==> src/rtl/hs_pkg.sv <==
package hs_pkg;

  typedef logic [7:0] cyl_t;

  typedef enum logic {
    HS_IDLE = 1'b0,
    HS_RUN  = 1'b1
  } hs_state_e;

  // step spacing in ticks; a zero code selects the longest spacing
  function automatic int step_period(input int srt_code, input int srt_w);
    return (srt_code == 0) ? (1 << srt_w) : srt_code;
  endfunction

  // 1 = inward (toward higher cylinders)
  function automatic logic seek_dir(input cyl_t present, input cyl_t target);
    return target > present;
  endfunction

  function automatic logic [7:0] build_st0(input logic fail, input logic [1:0] unit);
    return {(fail ? 2'b01 : 2'b00), 1'b1, fail, 2'b00, unit};
  endfunction

endpackage

==> src/rtl/hs_timer.sv <==
module hs_timer #(
  parameter int PER_W = 5
) (
  input  logic             clk,
  input  logic             rst_n,
  input  logic             arm,
  input  logic             run,
  input  logic             ms_tick,
  input  logic [PER_W-1:0] period,
  output logic             eval
);

  logic [PER_W-1:0] rem_q;

  assign eval = run && ms_tick && (rem_q == '0);

  always_ff @(posedge clk or negedge rst_n) begin
    if (!rst_n)               rem_q <= '0;
    else if (arm)             rem_q <= '0;
    else if (run && ms_tick)  rem_q <= eval ? (period - 1'b1) : (rem_q - 1'b1);
  end

  AST_REM_BOUNDED: assert property (@(posedge clk) disable iff (!rst_n)
    run |-> (rem_q < period));

endmodule

==> src/rtl/hs_cyl_bank.sv <==
module hs_cyl_bank
  import hs_pkg::*;
#(
  parameter int N_DRIVES = 2,
  parameter int DRV_W    = 1
) (
  input  logic             clk,
  input  logic             rst_n,
  input  logic [DRV_W-1:0] wr_sel,
  input  logic             inc,
  input  logic             dec,
  input  logic             clr,
  input  logic [DRV_W-1:0] rd_a_sel,
  input  logic [DRV_W-1:0] rd_b_sel,
  output cyl_t             rd_a,
  output cyl_t             rd_b
);

  cyl_t pcn_q [N_DRIVES];

  for (genvar g = 0; g < N_DRIVES; g++) begin : g_drv
    cyl_t r_q;
    logic hit;
    assign hit = (wr_sel == DRV_W'(g));
    always_ff @(posedge clk or negedge rst_n) begin
      if (!rst_n)           r_q <= '0;
      else if (hit && clr)  r_q <= '0;
      else if (hit && inc)  r_q <= r_q + 1'b1;
      else if (hit && dec)  r_q <= r_q - 1'b1;
    end
    assign pcn_q[g] = r_q;
  end

  always_comb begin
    rd_a = '0;
    rd_b = '0;
    for (int i = 0; i < N_DRIVES; i++) begin
      if (rd_a_sel == DRV_W'(i)) rd_a = pcn_q[i];
      if (rd_b_sel == DRV_W'(i)) rd_b = pcn_q[i];
    end
  end

  AST_ONE_MOVE: assert property (@(posedge clk) disable iff (!rst_n)
    !(inc && dec));

endmodule

==> src/rtl/hs_seq.sv <==
module hs_seq
  import hs_pkg::*;
#(
  parameter int N_DRIVES  = 2,
  parameter int DRV_W     = 1,
  parameter int SRT_W     = 4,
  parameter int RECAL_MAX = 77,
  localparam int PER_W    = SRT_W + 1,
  localparam int NST_W    = $clog2(RECAL_MAX + 1)
) (
  input  logic                clk,
  input  logic                rst_n,
  input  logic                cmd_start,
  input  logic                cmd_recal,
  input  logic [DRV_W-1:0]    cmd_drive,
  input  cyl_t                cmd_dest,
  input  logic [SRT_W-1:0]    cmd_srt,
  input  logic                track0,
  input  logic                eval,
  input  cyl_t                cur_pcn,
  output logic                arm,
  output logic                run,
  output logic [PER_W-1:0]    period,
  output logic [DRV_W-1:0]    bank_sel,
  output logic                pcn_inc,
  output logic                pcn_dec,
  output logic                pcn_clr,
  output logic                done_evt,
  output logic                done_fail,
  output logic [DRV_W-1:0]    done_drv,
  output logic                step,
  output logic                dir,
  output logic [N_DRIVES-1:0] busy
);

  hs_state_e        state_q;
  logic [DRV_W-1:0] drv_q;
  cyl_t             dest_q;
  logic             recal_q;
  logic [PER_W-1:0] per_q;
  logic [NST_W-1:0] nst_q;
  logic             step_q, dir_q;

  // named internal events
  logic start_go, imm_done, finish, fail, do_step, step_dir;

  always_comb begin
    start_go = 1'b0;
    imm_done = 1'b0;
    finish   = 1'b0;
    fail     = 1'b0;
    do_step  = 1'b0;
    step_dir = 1'b0;
    pcn_inc  = 1'b0;
    pcn_dec  = 1'b0;
    pcn_clr  = 1'b0;
    if (state_q == HS_IDLE) begin
      if (cmd_start) begin
        if (!cmd_recal && (cmd_dest == cur_pcn)) imm_done = 1'b1;
        else                                     start_go = 1'b1;
      end
    end else if (eval) begin
      if (!recal_q) begin
        if (cur_pcn == dest_q) begin
          finish = 1'b1;
        end else begin
          do_step  = 1'b1;
          step_dir = seek_dir(cur_pcn, dest_q);
          pcn_inc  = step_dir;
          pcn_dec  = !step_dir;
        end
      end else if (track0) begin
        finish  = 1'b1;
        pcn_clr = 1'b1;
      end else if (nst_q == NST_W'(RECAL_MAX)) begin
        finish = 1'b1;
        fail   = 1'b1;
      end else begin
        do_step = 1'b1;
      end
    end
  end

  assign run       = (state_q == HS_RUN);
  assign arm       = start_go;
  assign period    = per_q;
  assign bank_sel  = run ? drv_q : cmd_drive;
  assign done_evt  = imm_done || finish;
  assign done_fail = fail;
  assign done_drv  = imm_done ? cmd_drive : drv_q;
  assign step      = step_q;
  assign dir       = dir_q;

  always_ff @(posedge clk or negedge rst_n) begin
    if (!rst_n) begin
      state_q <= HS_IDLE;
      drv_q   <= '0;
      dest_q  <= '0;
      recal_q <= 1'b0;
      per_q   <= PER_W'(1);
      nst_q   <= '0;
      step_q  <= 1'b0;
      dir_q   <= 1'b0;
    end else begin
      step_q <= do_step;
      if (do_step) dir_q <= step_dir;
      if (start_go) begin
        state_q <= HS_RUN;
        drv_q   <= cmd_drive;
        dest_q  <= cmd_dest;
        recal_q <= cmd_recal;
        per_q   <= PER_W'(step_period(int'(cmd_srt), SRT_W));
        nst_q   <= '0;
      end else if (finish) begin
        state_q <= HS_IDLE;
      end else if (do_step && recal_q) begin
        nst_q <= nst_q + 1'b1;
      end
    end
  end

  always_comb begin
    busy = '0;
    for (int i = 0; i < N_DRIVES; i++)
      busy[i] = run && (drv_q == DRV_W'(i));
  end

  AST_STEP_AFTER_EVAL: assert property (@(posedge clk) disable iff (!rst_n)
    step |-> $past(eval));

  AST_BUSY_ONEHOT: assert property (@(posedge clk) disable iff (!rst_n)
    $onehot0(busy));

  AST_STEP_WHILE_BUSY: assert property (@(posedge clk) disable iff (!rst_n)
    step |-> (busy != '0));

  AST_RECAL_LIMIT: assert property (@(posedge clk) disable iff (!rst_n)
    nst_q <= NST_W'(RECAL_MAX));

endmodule

==> src/rtl/hs_report.sv <==
module hs_report
  import hs_pkg::*;
#(
  parameter int DRV_W = 1
) (
  input  logic             clk,
  input  logic             rst_n,
  input  logic             done_evt,
  input  logic             done_fail,
  input  logic [DRV_W-1:0] done_drv,
  input  logic             sense_req,
  input  cyl_t             rd_pcn,
  output logic [DRV_W-1:0] lat_drv,
  output logic             irq,
  output logic [7:0]       st0_o,
  output cyl_t             cyl_o
);

  logic [7:0] lat_st0_q;
  logic       sense_hit;

  assign sense_hit = sense_req && irq;

  always_ff @(posedge clk or negedge rst_n) begin
    if (!rst_n) begin
      lat_st0_q <= '0;
      lat_drv   <= '0;
      irq       <= 1'b0;
      st0_o     <= '0;
      cyl_o     <= '0;
    end else begin
      if (sense_hit) begin
        st0_o <= lat_st0_q;
        cyl_o <= rd_pcn;
      end else if (sense_req) begin
        st0_o <= 8'h80;
      end
      if (done_evt) begin
        lat_st0_q <= build_st0(done_fail, 2'(done_drv));
        lat_drv   <= done_drv;
        irq       <= 1'b1;
      end else if (sense_hit) begin
        irq <= 1'b0;
      end
    end
  end

  AST_IRQ_ON_DONE: assert property (@(posedge clk) disable iff (!rst_n)
    $rose(irq) |-> $past(done_evt));

  AST_SENSE_CLEARS: assert property (@(posedge clk) disable iff (!rst_n)
    (sense_req && irq && !done_evt) |=> !irq);

endmodule

==> src/rtl/head_step_ctrl.sv <==
module head_step_ctrl
  import hs_pkg::*;
#(
  parameter int N_DRIVES  = 2,
  parameter int SRT_W     = 4,
  parameter int RECAL_MAX = 77,
  localparam int DRV_W    = (N_DRIVES > 1) ? $clog2(N_DRIVES) : 1,
  localparam int PER_W    = SRT_W + 1
) (
  input  logic                clk,
  input  logic                rst_n,
  input  logic                ms_tick,
  input  logic                cmd_start,
  input  logic                cmd_recal,
  input  logic [DRV_W-1:0]    cmd_drive,
  input  logic [7:0]          cmd_dest,
  input  logic [SRT_W-1:0]    cmd_srt,
  input  logic                track0,
  input  logic                sense_req,
  output logic                step,
  output logic                dir,
  output logic [N_DRIVES-1:0] busy,
  output logic                irq,
  output logic [7:0]          st0,
  output logic [7:0]          cyl
);

  logic             arm, run, eval;
  logic [PER_W-1:0] period;
  logic [DRV_W-1:0] bank_sel, done_drv, lat_drv;
  logic             pcn_inc, pcn_dec, pcn_clr;
  logic             done_evt, done_fail;
  cyl_t             cur_pcn, rep_pcn;

  hs_timer #(.PER_W(PER_W)) u_timer (
    .clk(clk), .rst_n(rst_n), .arm(arm), .run(run),
    .ms_tick(ms_tick), .period(period), .eval(eval)
  );

  hs_cyl_bank #(.N_DRIVES(N_DRIVES), .DRV_W(DRV_W)) u_bank (
    .clk(clk), .rst_n(rst_n), .wr_sel(bank_sel),
    .inc(pcn_inc), .dec(pcn_dec), .clr(pcn_clr),
    .rd_a_sel(bank_sel), .rd_b_sel(lat_drv),
    .rd_a(cur_pcn), .rd_b(rep_pcn)
  );

  hs_seq #(.N_DRIVES(N_DRIVES), .DRV_W(DRV_W), .SRT_W(SRT_W),
           .RECAL_MAX(RECAL_MAX)) u_seq (
    .clk(clk), .rst_n(rst_n), .cmd_start(cmd_start), .cmd_recal(cmd_recal),
    .cmd_drive(cmd_drive), .cmd_dest(cmd_dest), .cmd_srt(cmd_srt),
    .track0(track0), .eval(eval), .cur_pcn(cur_pcn),
    .arm(arm), .run(run), .period(period), .bank_sel(bank_sel),
    .pcn_inc(pcn_inc), .pcn_dec(pcn_dec), .pcn_clr(pcn_clr),
    .done_evt(done_evt), .done_fail(done_fail), .done_drv(done_drv),
    .step(step), .dir(dir), .busy(busy)
  );

  hs_report #(.DRV_W(DRV_W)) u_report (
    .clk(clk), .rst_n(rst_n), .done_evt(done_evt), .done_fail(done_fail),
    .done_drv(done_drv), .sense_req(sense_req), .rd_pcn(rep_pcn),
    .lat_drv(lat_drv), .irq(irq), .st0_o(st0), .cyl_o(cyl)
  );

endmodule

==> config.mk <==
export PLATFORM = sky130hd
export DESIGN_NAME = head_step_ctrl
export DESIGN_NICKNAME = d
export VERILOG_FILES = /design/src/rtl/hs_pkg.sv /design/src/rtl/hs_timer.sv /design/src/rtl/hs_cyl_bank.sv /design/src/rtl/hs_seq.sv /design/src/rtl/hs_report.sv /design/src/rtl/head_step_ctrl.sv
export SDC_FILE = /design/constraint.sdc
export NUM_CORES = 1
export LEC_CHECK = 0
export ABC_AREA = 1
export BUFFER_PORTS_ARGS = -buffer_cell sky130_fd_sc_hd__buf_2
export CAP_MARGIN = 20
export CORE_UTILIZATION = 50
export DETAILED_ROUTE_END_ITERATION = 10
export PLACE_DENSITY_LB_ADDON = 0.25
export SYNTH_ARGS = -nofsm -noshare
export SYNTH_HDL_FRONTEND = slang
export SYNTH_SLANG_ARGS = --single-unit
==> constraint.sdc <==
create_clock -name clk -period 3.7 [get_ports clk]
set_input_delay 0.185 -clock clk [delete_from_list [all_inputs] [get_ports clk]]
set_output_delay 0.185 -clock clk [all_outputs]
set_load 0.02 [all_outputs]
Yosys cells after proc, flatten, opt, wreduce, memory -nomap -nowiden
Cells that the tools add are included.
{ "word_totals": {"ff_bits": 69, "latchBits": 0, "ramBits": 0, "romBits": 0, "in_bits": 20, "output_inout_bits": 21, "elab_cells": 114, "memories": 0} }
{ "op_classes": {"add_sub_neg": 7, "mul": 0, "div": 0, "order_cmp": 1, "eq_ne": 4, "shifts": 0, "n_mux": 58, "n_bitwise": 2, "reduce_logical": 26} }
{ "op_table": {"columns": ["cell", "n"], "rows": [
  ["8-bit two-way mux", 10],
  ["1-bit two-way mux", 41],
  ["7-bit two-way mux", 3],
  ["5-bit two-way mux", 4],
  ["8-bit by 1-bit adder with 8-bit output (second input constant)", 2],
  ["8-bit equality test", 2],
  ["8-bit by 1-bit subtractor with 8-bit output (second input constant)", 2],
  ["1-bit logical AND", 13],
  ["2-bit nonzero test", 5],
  ["5-bit by 1-bit subtractor with 5-bit output (second input constant)", 2],
  ["8-bit > comparator", 1],
  ["7-bit by 1-bit adder with 7-bit output (second input constant)", 1],
  ["7-bit equality test (second input constant)", 1],
  ["3-bit nonzero test", 2],
  ["5-bit logical NOT", 1],
  ["4-bit logical NOT", 1],
  ["1-bit logical NOT", 2],
  ["2-bit != test (second input constant)", 1],
  ["1-bit inverter", 2],
  ["2-bit AND reduction", 1],
  ["1-bit logical OR", 1]
]} }

Logic depth before layout (Yosys ltp)
{ "depth": {"word_depth": 12, "depth_mapped": 22, "ltp_nobuf": 22} }

Modules after synthesis
A second synthesis with hierarchy kept.
{ "unflattened": {"cells_unflattened": 565, "area_unflattened_um2": 4106.4} }
{ "by_module_without_submodules": {"columns": ["mod", "n_inst", "cells_per_inst", "area_each_um2", "seq_area_each_um2"], "rows": [
  ["hs_seq", 1, 211, 1596.5, 626.9],
  ["hs_cyl_bank", 1, 224, 1487.7, 400.4],
  ["hs_report", 1, 71, 644.4, 400.4],
  ["hs_timer", 1, 59, 377.9, 125.1]
]} }

Worst setup path before layout
Ideal clock, no wire load.
{ "synth_path": {"path_type": "register to register", "startpoint": "register u_seq.state_q (netlist: u_seq.run)", "endpoint": "register u_bank.g_drv[1].r_q[5]", "setup_ps": 126, "arrival_ps": 3218, "required_ps": 3574, "setup_slack_ps": 356, "path_stages_with_launch": 23, "n_path_buf": 1, "period_less_slack_ps": 3344, "path_cell_list": "dfrtp_1 -> inv_1 -> nand2_4 -> nand2_4 -> buf_8 -> nand2_2 -> nand2_1 -> ha_1 -> nand2_1 -> nor2_1 -> nand4_1 -> nand3_1 -> nor2_2 -> nand2_1 -> ha_1 -> a21oi_1 -> nand2_1 -> nand2_1 -> inv_1 -> or2_2 -> a21oi_1 -> and2_1 -> o21ai_0"} }
{ "synth_via": {"elab_chain_len": 10, "word_cells_on_any_way": 23, "cone_classes": "order compare: 1; eq/ne: 1; mux: 14; reduce/logical: 7"} }
{ "synth_rtl": {"columns": ["element", "line_no", "text"], "rows": [
  ["start, declared", "hs_seq.sv:36", "hs_state_e state_q;"],
  ["start signal, assigned", "hs_seq.sv:96", "state_q <= HS_IDLE;"],
  ["start signal, assigned", "hs_seq.sv:108", "state_q <= HS_RUN;"],
  ["start signal, assigned", "hs_seq.sv:115", "state_q <= HS_IDLE;"],
  ["1-bit two-way mux", "hs_seq.sv:87", "assign bank_sel = run ? drv_q : cmd_drive;"],
  ["8-bit two-way mux", "hs_cyl_bank.sv:38", "if (rd_a_sel == DRV_W'(i)) rd_a = pcn_q[i];"],
  ["8-bit > comparator / 8-bit equality test (equally long branches)", "hs_pkg.sv:17, hs_seq.sv:64", null],
  ["1-bit two-way mux / 1-bit logical NOT (equally long branches)", "hs_seq.sv:64, hs_seq.sv:70", null],
  ["1-bit two-way mux, on equally long branches", "hs_seq.sv:63, hs_seq.sv:64", null],
  ["1-bit two-way mux, on equally long branches", "hs_seq.sv:62, hs_seq.sv:63", null],
  ["1-bit two-way mux, on equally long branches", "hs_seq.sv:57, hs_seq.sv:62", null],
  ["1-bit logical AND / 1-bit two-way mux (equally long branches)", "hs_cyl_bank.sv:28, hs_seq.sv:57", null],
  ["8-bit two-way mux / 1-bit logical AND (equally long branches)", "hs_cyl_bank.sv:28, hs_cyl_bank.sv:29", null],
  ["8-bit two-way mux / 3-bit nonzero test (equally long branches)", null, null],
  ["end signal, assigned", "hs_cyl_bank.sv:28", "else if (hit && inc) r_q <= r_q + 1'b1;"],
  ["end signal, assigned", "hs_cyl_bank.sv:29", "else if (hit && dec) r_q <= r_q - 1'b1;"],
  ["end, declared", "hs_cyl_bank.sv:22", "cyl_t r_q;"]
]} }
Several ways; a longest one is shown, not always the timed one.
A chain may end at the register's enable or synchronous reset.

Final worst setup path
Same ends and word-level chain as after synthesis.

==> impl_metrics.tcl <==
set metrics [dict create \
    outcome "finished, final reports clean" \
    rsz0062_at_grt "false" \
    ys_warn_count 0 \
    layout_commonest_cell "nand2_1" \
    final_cell_area_um2 4360 \
    synth_area_leaders "dfrtp_1, nand2_1, ha_1" \
    die_x_um 89.3 \
    coreArea_um2 7290 \
    antenna_left 0 \
    ys_ff_latch 62 \
    place_ws_ns 0.102 \
    grt_pass1_wl_um 14500 \
    placed_cells 619 \
    cp_max_fo 9 \
    antenna_found_initial 0 \
    p_leak_nw 2.30 \
    final_cell_count_no_fill 641 \
    cp-start-kind "flip-flop" \
    r2r_slack_ns 0.31 \
    synth_top_area_share_pct 40.1 \
    grtUsageTotal_pct 24.3 \
    h-tree-depth 3 \
    drc 0 \
    r2r_start "u_seq.run$_DFFE_PN0P_" \
    finalNetCount 583 \
    sequentialPowerShare_pct 33.5 \
    drv_cap 0 \
    port_buffers 37 \
    synthArstFlopShare_pct 100 \
    clkSinkCount 62 \
    syn_avg_cell_area_um2 7.80 \
    crit_arrival_ns 3.62 \
    grt_max_degree 46 \
    grt_pass1_vias 3118 \
    drt_wl_total_um 8900 \
    regToRegEndpoint "u_bank.g_drv[1].r_q[5]$_DFFE_PN0P_" \
    fillers 718 \
    cp-end-kind "flip-flop" \
    syn2layout_area_growth_pct 14.4 \
    utilization_pct 59.7 \
    p_int_w 0.00170 \
    cts-root-buf "clkbuf_8" \
    drt_pass1_iterations 5 \
    gp_congestion 0.917 \
    powerDensity_nw_per_um2 682 \
    setup_viol 0 \
    required_ns 3.93 \
    pin_count 41 \
    grt_overflow 0 \
    drive_gt1_share_pct 15.5 \
    min_period_ns 3.39 \
    synth_cells 488 \
    fp.dieH_um 89.3 \
    fmaxAchievable_mhz 295 \
    ys.flop_type "dfrtp_1" \
    clock_skew_ns 0.00899 \
    clk_pin_slew_worst_paths_ns 0.07 \
    finalHoldViolCount 0 \
    clk_latency_ns 0.34 \
    worstSetupEndpoint "u_bank.g_drv[1].r_q[5]$_DFFE_PN0P_" \
    worst-setup-path-type "flip-flop to flip-flop" \
    cts_buffers 9 \
    p_comb_share_pct 47.6 \
    cts_tree "yes" \
    cts.path.max_buffers 2 \
    maxSlewHeadroom_pct 66.6 \
    vias 3351 \
    netlist-cell-type-count 41 \
    timing.final.crit_share_pct 91.7 \
    synth_top_cell_by_area "dfrtp_1" \
    initial_core_util_pct 52.2 \
    startpoint "u_seq.run$_DFFE_PN0P_" \
    hpwlAfterDp_um 6800 \
    layout_common_cells "nand2_1, inv_1, dfrtp_1" \
    fp-row-count 31 \
    syn_area_um2 3810 \
    place_area_um2 4060 \
    die_area_um2 7970 \
    wire_per_inst_um 13.9 \
    p_switching_w 0.00127 \
    p_clk_share_pct 18.9 \
    sw_frac_of_total_pct 42.7 \
    worst_slew_pin_slew_ns 0.500 \
    viasPerCell 5.23 \
    reg2reg_depth 23 \
    seq_area_frac_synth_pct 40.8 \
    finalSetupTns_ns 0 \
    max-vdd-ir-drop_uv 277 \
    diodes 0 \
    synth_edf_count 0 \
    fin_ws_ns 0.307 \
    drt_iter0_drc 181 \
    hp-class "primary input to flip-flop" \
    maxSlewViolCount 0 \
]
-- area by class of cell --
type / count / area, µm² / share of cell area, %
Sequential cell: 62 / 1550 / 35.7
Timing Repair Buffer: 47 / 275 / 6.32
Clock buffer: 11 / 131 / 3.02
Multi-Input combinational cell: 348 / 1960 / 44.9
Clock inverter: 4 / 48.8 / 1.12
Tap cell: 99 / 124 / 2.84
Inverter: 70 / 265 / 6.09
-- routing by layer --
metal  vias to the layer above  wire length [µm]  GRT usage [%]
met5                         -                 0              0
li1                       1695                 -              -
met1                      1547              4400           34.6
met2                        87              3910           36.6
met3                        22               364           3.97
met4                         0               228           10.5
-- per-stage QoR --
| step | power (W) | hold WS (ns) |
|---|---|---|
| after global routing | 0.00324 | 0.131 |
| final | 0.00297 | 0.107 |
| after detailed placement | 0.00233 | 0.409 |
| after floorplan | 0.00201 | -0.111 |
| after CTS | 0.00290 | 0.0501 |
| after global placement | 0.00228 | 0.413 |
-- worst min-delay path by stage --
stage | slack, ns | end | cells after the start | from
2_1_floorplan | -0.11 | u_bank.g_drv[0].r_q[0]$_DFFE_PN0P_ | 0 | rst_n
3_3_place_gp | 0.41 | u_bank.g_drv[1].r_q[6]$_DFFE_PN0P_ | 1 | rst_n
3_5_place_dp | 0.41 | u_report.cyl_o[4]$_DFFE_PN0P_ | 1 | rst_n
4_1_cts | 0.05 | u_report.cyl_o[4]$_DFFE_PN0P_ | 1 | rst_n
5_1_grt | 0.13 | u_seq.period[0]$_DFFE_PN1P_ | 3 | cmd_srt[0]
6_report | 0.11 | u_seq.period[0]$_DFFE_PN1P_ | 3 | cmd_srt[0]
-- Yosys cell counts, types with 3 or more instances --
library cell / n
nand2_4: 3
ha_1: 23
nor3_1: 4
dfrtp_1: 61
buf_6: 3
o21ai_1: 6
xor2_1: 10
o22ai_1: 7
clkbuf_1: 3
nor2_2: 3
inv_1: 67
nand3_1: 40
xnor2_1: 5
inv_2: 3
a21oi_1: 29
buf_4: 4
nor2_1: 40
nand2_1: 108
nand2_2: 3
nand4_1: 5
o21ai_0: 34
-- flip-flops by register name (all words and copies together) (netlist names) --
name                flops
u_report.st0_o          4
u_bank.g_drv.r_q       16
u_seq.step              1
u_seq.dir               1
u_seq.drv_q             1
u_seq.nst_q             7
u_timer.rem_q           5
u_report.cyl_o          8
u_seq.run               1
u_report.irq            1
u_seq.period            5
u_seq.recal_q           1
u_report.lat_st0_q      3
u_seq.dest_q            8
-- what timing repair did --
item                       4_1_cts  5_1_grt
hold buffers                     0        1
hold endpoints to repair         0        8
setup endpoints to repair        0        8
buffers inserted                 0        4
resized for setup                0       13
-- cells by family after synthesis --
kind of cell / share of synthesized area [%]
DFF: 40.8
AOI/OAI and AO/OA: 12.9
other: 0.0985
xor gates and xnor gates: 3.45
muxes: 0.263
adders and majority gates: 8.61
buffers and inverters: 9.27
and+or+nand+nor: 24.6
-- power by group through the flow --
| stage | clock network (W) | registers (W) | logic [W] |
|---|---|---|---|
| 4_1_cts | 0.000570 | 0.000988 | 0.00134 |
| 6_report | 0.000561 | 0.000996 | 0.00141 |
| 3_3_place_gp | 0 | 0.000994 | 0.00129 |
| 3_5_place_dp | 0 | 0.000997 | 0.00134 |
| 2_1_floorplan | 0 | 0.000976 | 0.00104 |
| 5_1_grt | 0.000603 | 0.00102 | 0.00162 |
-- critical path, cell delays in order (launching register included) --
cell,delay (ns)
dfrtp_2,0.45
inv_4,0.10
nand2_8,0.09
nand2_8,0.11
inv_2,0.06
nand2_1,0.08
nand2_1,0.07
ha_1,0.27
nand2_1,0.10
nor2_2,0.05
nand4_1,0.15
nand3_2,0.14
nor2_2,0.12
nand2_1,0.10
buf_4,0.19
ha_1,0.28
nand3_1,0.08
nand2_1,0.09
nand2_1,0.08
inv_1,0.05
or2_2,0.26
a21oi_1,0.15
and2_1,0.14
o21ai_1,0.07
(Power assumes the default switching activity.)
